### config.mk
export PLATFORM = sky130hd
export DESIGN_NAME = irq_vec_ring
export DESIGN_NICKNAME = d
export VERILOG_FILES = /design/src/rtl/irqring_pkg.sv /design/src/rtl/irqring_regs.sv /design/src/rtl/irqring_ptr.sv /design/src/rtl/irqring_seq.sv /design/src/rtl/irq_vec_ring.sv
export SDC_FILE = /design/constraint.sdc
export NUM_CORES = 1
export LEC_CHECK = 0
export ABC_CLOCK_PERIOD_IN_PS = 3000
export BUFFER_PORTS_ARGS = -buffer_cell sky130_fd_sc_hd__buf_2
export CORE_MARGIN = 2
export CORE_UTILIZATION = 48
export CTS_BUF_LIST = sky130_fd_sc_hd__clkbuf_2
export DETAILED_ROUTE_END_ITERATION = 12
export PLACE_DENSITY = 0.76
export SLEW_MARGIN = 30
export SYNTH_ARGS = -nofsm -noshare
export SYNTH_HDL_FRONTEND = slang
export SYNTH_SLANG_ARGS = --single-unit
### constraint.sdc
create_clock -name clk -period 3 [get_ports clk]
set_input_delay 0.6 -clock clk [delete_from_list [all_inputs] [get_ports clk]]
set_output_delay 0.6 -clock clk [all_outputs]
set_load 0.03 [all_outputs]
### src/rtl/irqring_pkg.sv
package irqring_pkg;
   localparam int unsigned VEC_WORDS = 4;
   localparam int unsigned VEC_BYTES = VEC_WORDS * 4;
   localparam int unsigned VEC_W     = VEC_WORDS * 32;
   localparam int unsigned MEM_AW    = 40;
   localparam int unsigned ALIGN_LSB = 8;

   localparam logic [2:0] OFS_BASE = 3'd0;
   localparam logic [2:0] OFS_CTRL = 3'd1;
   localparam logic [2:0] OFS_WBLO = 3'd2;
   localparam logic [2:0] OFS_WBHI = 3'd3;
   localparam logic [2:0] OFS_RPTR = 3'd4;
   localparam logic [2:0] OFS_WPTR = 3'd5;

   localparam int unsigned CB_CLR   = 8;
   localparam int unsigned CB_WB    = 9;
   localparam int unsigned CB_REARM = 10;
   localparam int unsigned FLAG_BIT = 31;

   typedef enum logic [1:0] {
      ST_IDLE = 2'd0,
      ST_WORD = 2'd1,
      ST_WB   = 2'd2
   } seq_state_e;
endpackage

### src/rtl/irqring_regs.sv
module irqring_regs
   import irqring_pkg::*;
#(
   parameter int unsigned MAX_LOG2_WORDS = 10,
   parameter int unsigned PTR_W          = MAX_LOG2_WORDS + 2
) (
   input  logic                clk,
   input  logic                rst_n,
   input  logic                reg_wr_en,
   input  logic [2:0]          reg_addr,
   input  logic [31:0]         reg_wdata,
   input  logic [31:0]         wptr_word,
   output logic [31:0]         reg_rdata,
   output logic [MEM_AW-1:0]   ring_base,
   output logic [MEM_AW-1:0]   wb_addr,
   output logic [PTR_W-1:0]    ring_mask,
   output logic                ovf_clr,
   output logic                wb_en,
   output logic                rearm,
   output logic [PTR_W-1:0]    rptr,
   output logic                rptr_we,
   output logic [PTR_W-1:0]    rptr_wdata
);
   localparam logic [PTR_W:0]   FOUR      = (PTR_W+1)'(4);
   localparam logic [PTR_W-1:0] ALIGN_MSK = ~(PTR_W'(VEC_BYTES - 1));
   localparam logic [4:0]       SZ_MIN    = 5'd2;
   localparam logic [4:0]       SZ_MAX    = 5'(MAX_LOG2_WORDS);

   logic [31:0]      base_q;
   logic [31:0]      wblo_q;
   logic [7:0]       wbhi_q;
   logic [4:0]       sz_q;
   logic             clr_q, wb_q, rearm_q;
   logic [PTR_W-1:0] rptr_q;
   logic [4:0]       sz_eff;
   logic [PTR_W:0]   ring_bytes;
   logic [PTR_W:0]   bytes_m1;

   always_comb begin
      if (sz_q < SZ_MIN)      sz_eff = SZ_MIN;
      else if (sz_q > SZ_MAX) sz_eff = SZ_MAX;
      else                    sz_eff = sz_q;
   end

   assign ring_bytes = FOUR << sz_eff;
   assign bytes_m1   = ring_bytes - 1'b1;
   assign ring_mask  = bytes_m1[PTR_W-1:0];
   assign rptr_wdata = reg_wdata[PTR_W-1:0] & ring_mask & ALIGN_MSK;
   assign rptr_we    = reg_wr_en && (reg_addr == OFS_RPTR);

   always_ff @(posedge clk) begin
      if (!rst_n) begin
         base_q  <= '0;
         wblo_q  <= '0;
         wbhi_q  <= '0;
         sz_q    <= '0;
         clr_q   <= 1'b0;
         wb_q    <= 1'b0;
         rearm_q <= 1'b0;
         rptr_q  <= '0;
      end else if (reg_wr_en) begin
         case (reg_addr)
            OFS_BASE: base_q <= reg_wdata;
            OFS_CTRL: begin
               sz_q    <= reg_wdata[4:0];
               clr_q   <= reg_wdata[CB_CLR];
               wb_q    <= reg_wdata[CB_WB];
               rearm_q <= reg_wdata[CB_REARM];
            end
            OFS_WBLO: wblo_q <= reg_wdata;
            OFS_WBHI: wbhi_q <= reg_wdata[7:0];
            OFS_RPTR: rptr_q <= rptr_wdata;
            default: ;
         endcase
      end
   end

   always_comb begin
      case (reg_addr)
         OFS_BASE: reg_rdata = base_q;
         OFS_CTRL: reg_rdata = {21'd0, rearm_q, wb_q, clr_q, 3'd0, sz_q};
         OFS_WBLO: reg_rdata = wblo_q;
         OFS_WBHI: reg_rdata = {24'd0, wbhi_q};
         OFS_RPTR: reg_rdata = {{(32-PTR_W){1'b0}}, rptr_q};
         OFS_WPTR: reg_rdata = wptr_word;
         default:  reg_rdata = '0;
      endcase
   end

   assign ring_base = {base_q, {ALIGN_LSB{1'b0}}};
   assign wb_addr   = {wbhi_q, wblo_q};
   assign ovf_clr   = clr_q;
   assign wb_en     = wb_q;
   assign rearm     = rearm_q;
   assign rptr      = rptr_q;
endmodule

### src/rtl/irqring_ptr.sv
module irqring_ptr
   import irqring_pkg::*;
#(
   parameter int unsigned PTR_W = 12
) (
   input  logic             clk,
   input  logic             rst_n,
   input  logic             adv,
   input  logic [PTR_W-1:0] ring_mask,
   input  logic [PTR_W-1:0] rptr,
   input  logic             rptr_we,
   input  logic [PTR_W-1:0] rptr_wdata,
   input  logic             ovf_clr,
   input  logic             rearm,
   output logic [PTR_W-1:0] wptr,
   output logic             ovf_flag,
   output logic             irq,
   output logic [31:0]      wptr_word
);
   localparam logic [PTR_W-1:0] STEP = PTR_W'(VEC_BYTES);

   logic [PTR_W-1:0] wptr_q;
   logic [PTR_W-1:0] wptr_next;
   logic             ovf_q;
   logic             irq_q;
   logic             gap_q;

   assign wptr_next = (wptr_q + STEP) & ring_mask;

   always_ff @(posedge clk) begin
      if (!rst_n) begin
         wptr_q <= '0;
         ovf_q  <= 1'b0;
      end else begin
         if (adv) wptr_q <= wptr_next;
         if (ovf_clr)                          ovf_q <= 1'b0;
         else if (adv && (wptr_next == rptr))  ovf_q <= 1'b1;
      end
   end

   always_ff @(posedge clk) begin
      if (!rst_n) begin
         irq_q <= 1'b0;
         gap_q <= 1'b0;
      end else if (adv) begin
         irq_q <= 1'b1;
         gap_q <= 1'b0;
      end else if (rptr_we) begin
         if (rptr_wdata == wptr_q) begin
            irq_q <= 1'b0;
            gap_q <= 1'b0;
         end else if (rearm) begin
            irq_q <= 1'b0;
            gap_q <= 1'b1;
         end
      end else if (gap_q) begin
         irq_q <= (rptr != wptr_q);
         gap_q <= 1'b0;
      end
   end

   assign wptr      = wptr_q;
   assign ovf_flag  = ovf_q;
   assign irq       = irq_q;
   assign wptr_word = {ovf_q, {(FLAG_BIT-PTR_W){1'b0}}, wptr_q};
endmodule

### src/rtl/irqring_seq.sv
module irqring_seq
   import irqring_pkg::*;
#(
   parameter int unsigned PTR_W      = 12,
   parameter bit          WB_SUPPORT = 1'b1
) (
   input  logic              clk,
   input  logic              rst_n,
   input  logic              vec_valid,
   input  logic [VEC_W-1:0]  vec_data,
   output logic              vec_ready,
   output logic              mem_valid,
   input  logic              mem_ready,
   output logic [MEM_AW-1:0] mem_addr,
   output logic [31:0]       mem_data,
   input  logic [MEM_AW-1:0] ring_base,
   input  logic [MEM_AW-1:0] wb_addr,
   input  logic              wb_en,
   input  logic [PTR_W-1:0]  wptr,
   input  logic [31:0]       wptr_word,
   output logic              adv
);
   localparam int unsigned IDX_W = $clog2(VEC_WORDS);
   localparam logic [IDX_W-1:0] LAST = IDX_W'(VEC_WORDS - 1);

   seq_state_e       st_q;
   logic [IDX_W-1:0] widx_q;
   logic [VEC_W-1:0] vec_q;
   logic             wb_go;

   generate
      if (WB_SUPPORT) begin : g_wb
         assign wb_go = wb_en;
      end else begin : g_nowb
         assign wb_go = 1'b0;
      end
   endgenerate

   always_ff @(posedge clk) begin
      if (!rst_n) begin
         st_q   <= ST_IDLE;
         widx_q <= '0;
         vec_q  <= '0;
      end else begin
         case (st_q)
            ST_IDLE: if (vec_valid) begin
               vec_q  <= vec_data;
               widx_q <= '0;
               st_q   <= ST_WORD;
            end
            ST_WORD: if (mem_ready) begin
               if (widx_q == LAST) st_q <= wb_go ? ST_WB : ST_IDLE;
               else                widx_q <= widx_q + 1'b1;
            end
            ST_WB: if (mem_ready) st_q <= ST_IDLE;
            default: st_q <= ST_IDLE;
         endcase
      end
   end

   assign adv       = (st_q == ST_WORD) && mem_ready && (widx_q == LAST);
   assign vec_ready = (st_q == ST_IDLE);
   assign mem_valid = (st_q != ST_IDLE);

   always_comb begin
      if (st_q == ST_WB) begin
         mem_addr = wb_addr;
         mem_data = wptr_word;
      end else begin
         mem_addr = ring_base + {{(MEM_AW-PTR_W){1'b0}}, wptr}
                              + {{(MEM_AW-IDX_W-2){1'b0}}, widx_q, 2'b00};
         mem_data = vec_q[{widx_q, 5'b00000} +: 32];
      end
   end
endmodule

### src/rtl/irq_vec_ring.sv
module irq_vec_ring
   import irqring_pkg::*;
#(
   parameter int unsigned MAX_LOG2_WORDS = 10,
   parameter bit          WB_SUPPORT     = 1'b1
) (
   input  logic          clk,
   input  logic          rst_n,
   input  logic          vec_valid,
   output logic          vec_ready,
   input  logic [127:0]  vec_data,
   output logic          mem_req_valid,
   input  logic          mem_req_ready,
   output logic [39:0]   mem_req_addr,
   output logic [31:0]   mem_req_data,
   input  logic          reg_wr_en,
   input  logic [2:0]    reg_addr,
   input  logic [31:0]   reg_wdata,
   output logic [31:0]   reg_rdata,
   output logic          irq_req
);
   localparam int unsigned PTR_W = MAX_LOG2_WORDS + 2;

   generate
      if (MAX_LOG2_WORDS < 2 || MAX_LOG2_WORDS > 28) begin : g_bad_size
         $error("MAX_LOG2_WORDS must lie in 2..28");
      end
      if (VEC_W != 128 || MEM_AW != 40) begin : g_bad_shape
         $error("vector or address width differs from the port widths");
      end
   endgenerate

   logic [MEM_AW-1:0] ring_base, wb_addr;
   logic [PTR_W-1:0]  ring_mask, rptr, rptr_wdata, wptr;
   logic              ovf_clr, wb_en, rearm, rptr_we;
   logic              ovf_flag, adv;
   logic [31:0]       wptr_word;

   irqring_regs #(.MAX_LOG2_WORDS(MAX_LOG2_WORDS), .PTR_W(PTR_W)) u_regs (
      .clk(clk), .rst_n(rst_n),
      .reg_wr_en(reg_wr_en), .reg_addr(reg_addr), .reg_wdata(reg_wdata),
      .wptr_word(wptr_word), .reg_rdata(reg_rdata),
      .ring_base(ring_base), .wb_addr(wb_addr), .ring_mask(ring_mask),
      .ovf_clr(ovf_clr), .wb_en(wb_en), .rearm(rearm),
      .rptr(rptr), .rptr_we(rptr_we), .rptr_wdata(rptr_wdata)
   );

   irqring_ptr #(.PTR_W(PTR_W)) u_ptr (
      .clk(clk), .rst_n(rst_n), .adv(adv), .ring_mask(ring_mask),
      .rptr(rptr), .rptr_we(rptr_we), .rptr_wdata(rptr_wdata),
      .ovf_clr(ovf_clr), .rearm(rearm),
      .wptr(wptr), .ovf_flag(ovf_flag), .irq(irq_req), .wptr_word(wptr_word)
   );

   irqring_seq #(.PTR_W(PTR_W), .WB_SUPPORT(WB_SUPPORT)) u_seq (
      .clk(clk), .rst_n(rst_n),
      .vec_valid(vec_valid), .vec_data(vec_data), .vec_ready(vec_ready),
      .mem_valid(mem_req_valid), .mem_ready(mem_req_ready),
      .mem_addr(mem_req_addr), .mem_data(mem_req_data),
      .ring_base(ring_base), .wb_addr(wb_addr), .wb_en(wb_en),
      .wptr(wptr), .wptr_word(wptr_word), .adv(adv)
   );
endmodule

==> results.toml <==
[run_status]
status = "finished, violations left"
violations = "negative setup slack"

[finish]
final_layout_size_suffix_gt1_share_pct = 27.8
area_delta_synth_final_pct = 34.2
ff_latch_area_mm2 = 0.00468
layout.nets = 2131
final_cells = 2330
fill_cells = 2028
multi_input_area_mm2 = 0.00752
final_util_pct = 66.0

[logic_synthesis]
synth_area_per_cell_um2 = 8.03
ys_seq_elements = 233
synth_common_cells = "nand2_1, dfxtp_1, a21boi_0, clkbuf_1, o21ai_0"
ys_seq_area_share_pct = 37.4
synthFlopType = "dfxtp_1"
synth_most_common_cell = "nand2_1"
synth-edff-count = 0
postSynthCellCount = 1551
synth_area_mm2 = 0.0125
synthTopCellsByArea = "dfxtp_1, nand2_1, a21boi_0"
async_flop_share_pct = 0
ys_warn_count = 0
synth.distinct_cells = 68
yosys.area.top_type = "dfxtp_1"
synth_top_area_share_pct = 37.4

[grt]
antenna_found_initial = 6
grt_pass1_vias = 13000
grt_max_degree = 234
grt_usage_pct = 31.0
overflow = 0
grt_pass1_wl_mm = 66.8

[floorplanning]
coreArea_mm2 = 0.0253
die_height_um = 165
die_w_um = 165
io_pins = 275
num_rows = 58
start_util_pct = 49.2
die-area_mm2 = 0.0273

[placed_design]
port_buffers = 274
dp.cells = 2080
post-dp-hpwl_mm = 26.8
gp_congestion = 0.908

[detailed_routing]
finalWirelength_mm = 43.7
drc = 0
vias_per_cell = 5.64
antenna_left = 0
first_pass_iters = 6
drtIter0Drc = 1229
wire_per_inst_um = 18.8
num_vias = 13100

[critical_path]
worstPathRequired_ps = 2400
critPathCaptureType = "primary output"
r2r_slack_ps = 850
critPathArrivalTime_ps = 2940
worstPathMaxFanout = 14
worstSetupStartpointType = "register"
path_class = "reg2out"

[power_and_ir_drop]
irDropWorstVdd_v = 0.000383
power_leakage_nw = 6.79
power.density_mw_per_mm2 = 405

[run]
cap_violations = 0

[clock_network]
cts.reportedPaths.clkPinSlew_ps = 110
root_buffer = "clkbuf_2"
htree_levels = 3
clock_latency_ps = 850
cts_tree = "done"
cts_inserted_buffers = 66
clock_sinks = 233
cts.path.max_buffers = 3

[timing]
max_freq_mhz = 282
worst_slew_pin_slew_ps = 947
period_share_pct = 118
relSlewSlack_pct = 36.9
rsz0062_at_grt = "yes"
drv_slew = 0
setup_viol = 41
setup_tns_ps = -15070
clock_skew_ps = 73.4
hold_violations = 0
timing.final.ws_setup_ps = -541
period_minus_slack_ps = 3540

[min_path]
holdCritPathClass = "in2reg"
-- cells by family after synthesis --
family | Yosys count | synth area share (%)
other | 1 | 0.0301
multiplexers | 47 | 7.44
AO/OA/AOI/OAI | 384 | 21.9
AND/OR/NAND/NOR | 682 | 23.7
adder cells (fa/ha/maj) | 10 | 1.06
flip-flops | 233 | 37.4
buffers and inverters | 138 | 4.53
XOR/XNOR | 56 | 3.94
-- layout make-up --
class | count | area share, %
diodes | 5 | 0.0749
clock buffers | 93 | 2.78
clock inverters | 17 | 0.771
inverters | 12 | 0.269
multi-input cells | 1181 | 45.0
flip-flops and latches | 233 | 28.0
well taps | 330 | 2.47
repair buffers | 459 | 20.7
-- routing by layer --
metal | wire, µm | global-route usage [%]
met4 | 1800 | 14.2
met5 | 24 | 0
met3 | 3900 | 8.62
met2 | 20800 | 50.7
met1 | 17200 | 38.0
-- worst max-delay path: stages, from the launching register on --
cell     delay [ps]
dfxtp_2         370
ha_4            140
inv_2            30
fa_2            360
o31ai_4         220
a31oi_2         140
buf_12          180
nor4_4          290
xnor2_1         130
o21ai_2         130
buf_6           140
-- worst paths after layout --
path,from,to,depth (start not counted)
setup / recovery,u_ptr.wptr[2]$_SDFFE_PN0P_,mem_req_addr[24],10
hold / removal,reg_wdata[21],u_regs.wblo_q[21]$_SDFFE_PN0P_,3
setup reg to reg,u_seq.st_q[1]$_SDFFE_PN0P_,u_seq.vec_q[42]$_SDFFE_PN0P_,6
hold reg to reg,u_seq.vec_q[107]$_SDFFE_PN0P_,u_seq.vec_q[107]$_SDFFE_PN0P_,2
-- stage by stage --
| step | instance area (µm²) | hold WS (ps) | total power, mW | setup slack [ps] |
|---|---|---|---|---|
| global placement | 14300 | 449 | 4.17 | 145 |
| global route | 16700 | 1.20 | 7.08 | -736 |
| CTS | 16400 | 0.0905 | 6.71 | -611 |
| floorplan | 12500 | 440 | 3.87 | 10.9 |
| finish | 16700 | 63.6 | 6.76 | -541 |
| detailed placement | 14300 | 455 | 4.19 | 79.5 |
-- power breakdown --
part	total, mW	leakage (nW)	internal [mW]	switching, mW
Combinational	1.03	4.44	0.479	0.548
Sequential	3.30	1.90	3.22	0.0862
Clock	2.43	0.443	1.00	1.43
Total	6.76	6.79	4.70	2.07
-- placed cells by master, fill, tap and decap left out, types with 17 or more instances in the layout --
master         count
a21boi_0         219
a21oi_1           17
a22o_1            20
and2_1            38
buf_2            225
buf_4             78
buf_6             25
clkbuf_2          93
dfxtp_1          224
dlygate4sd3_1    116
mux4_2            36
nand2_1          511
nor2_1            36
o21ai_0           32
o21ai_1           20
xnor2_1           22
xor2_1            31
-- flip-flops by register name, summed over array words and instances (netlist names), 2 cells and up --
signal / flops
u_seq.vec_q: 128
u_regs.base_q: 32
u_regs.wblo_q: 32
u_ptr.wptr: 10
u_regs.rptr: 8
u_regs.wbhi_q: 8
u_regs.sz_q: 5
u_seq.st_q: 2
u_seq.widx_q: 2
-- timing repair --
action	in CTS	in global routing
setup buffers	7	7
pin swaps	23	14
hold buffers	111	5
endpoints found under the hold margin	117	6
endpoints found under the setup margin	70	73
gates cloned	1	6
resized for setup	105	50
Note: power is estimated with default switching activity, not from simulation.
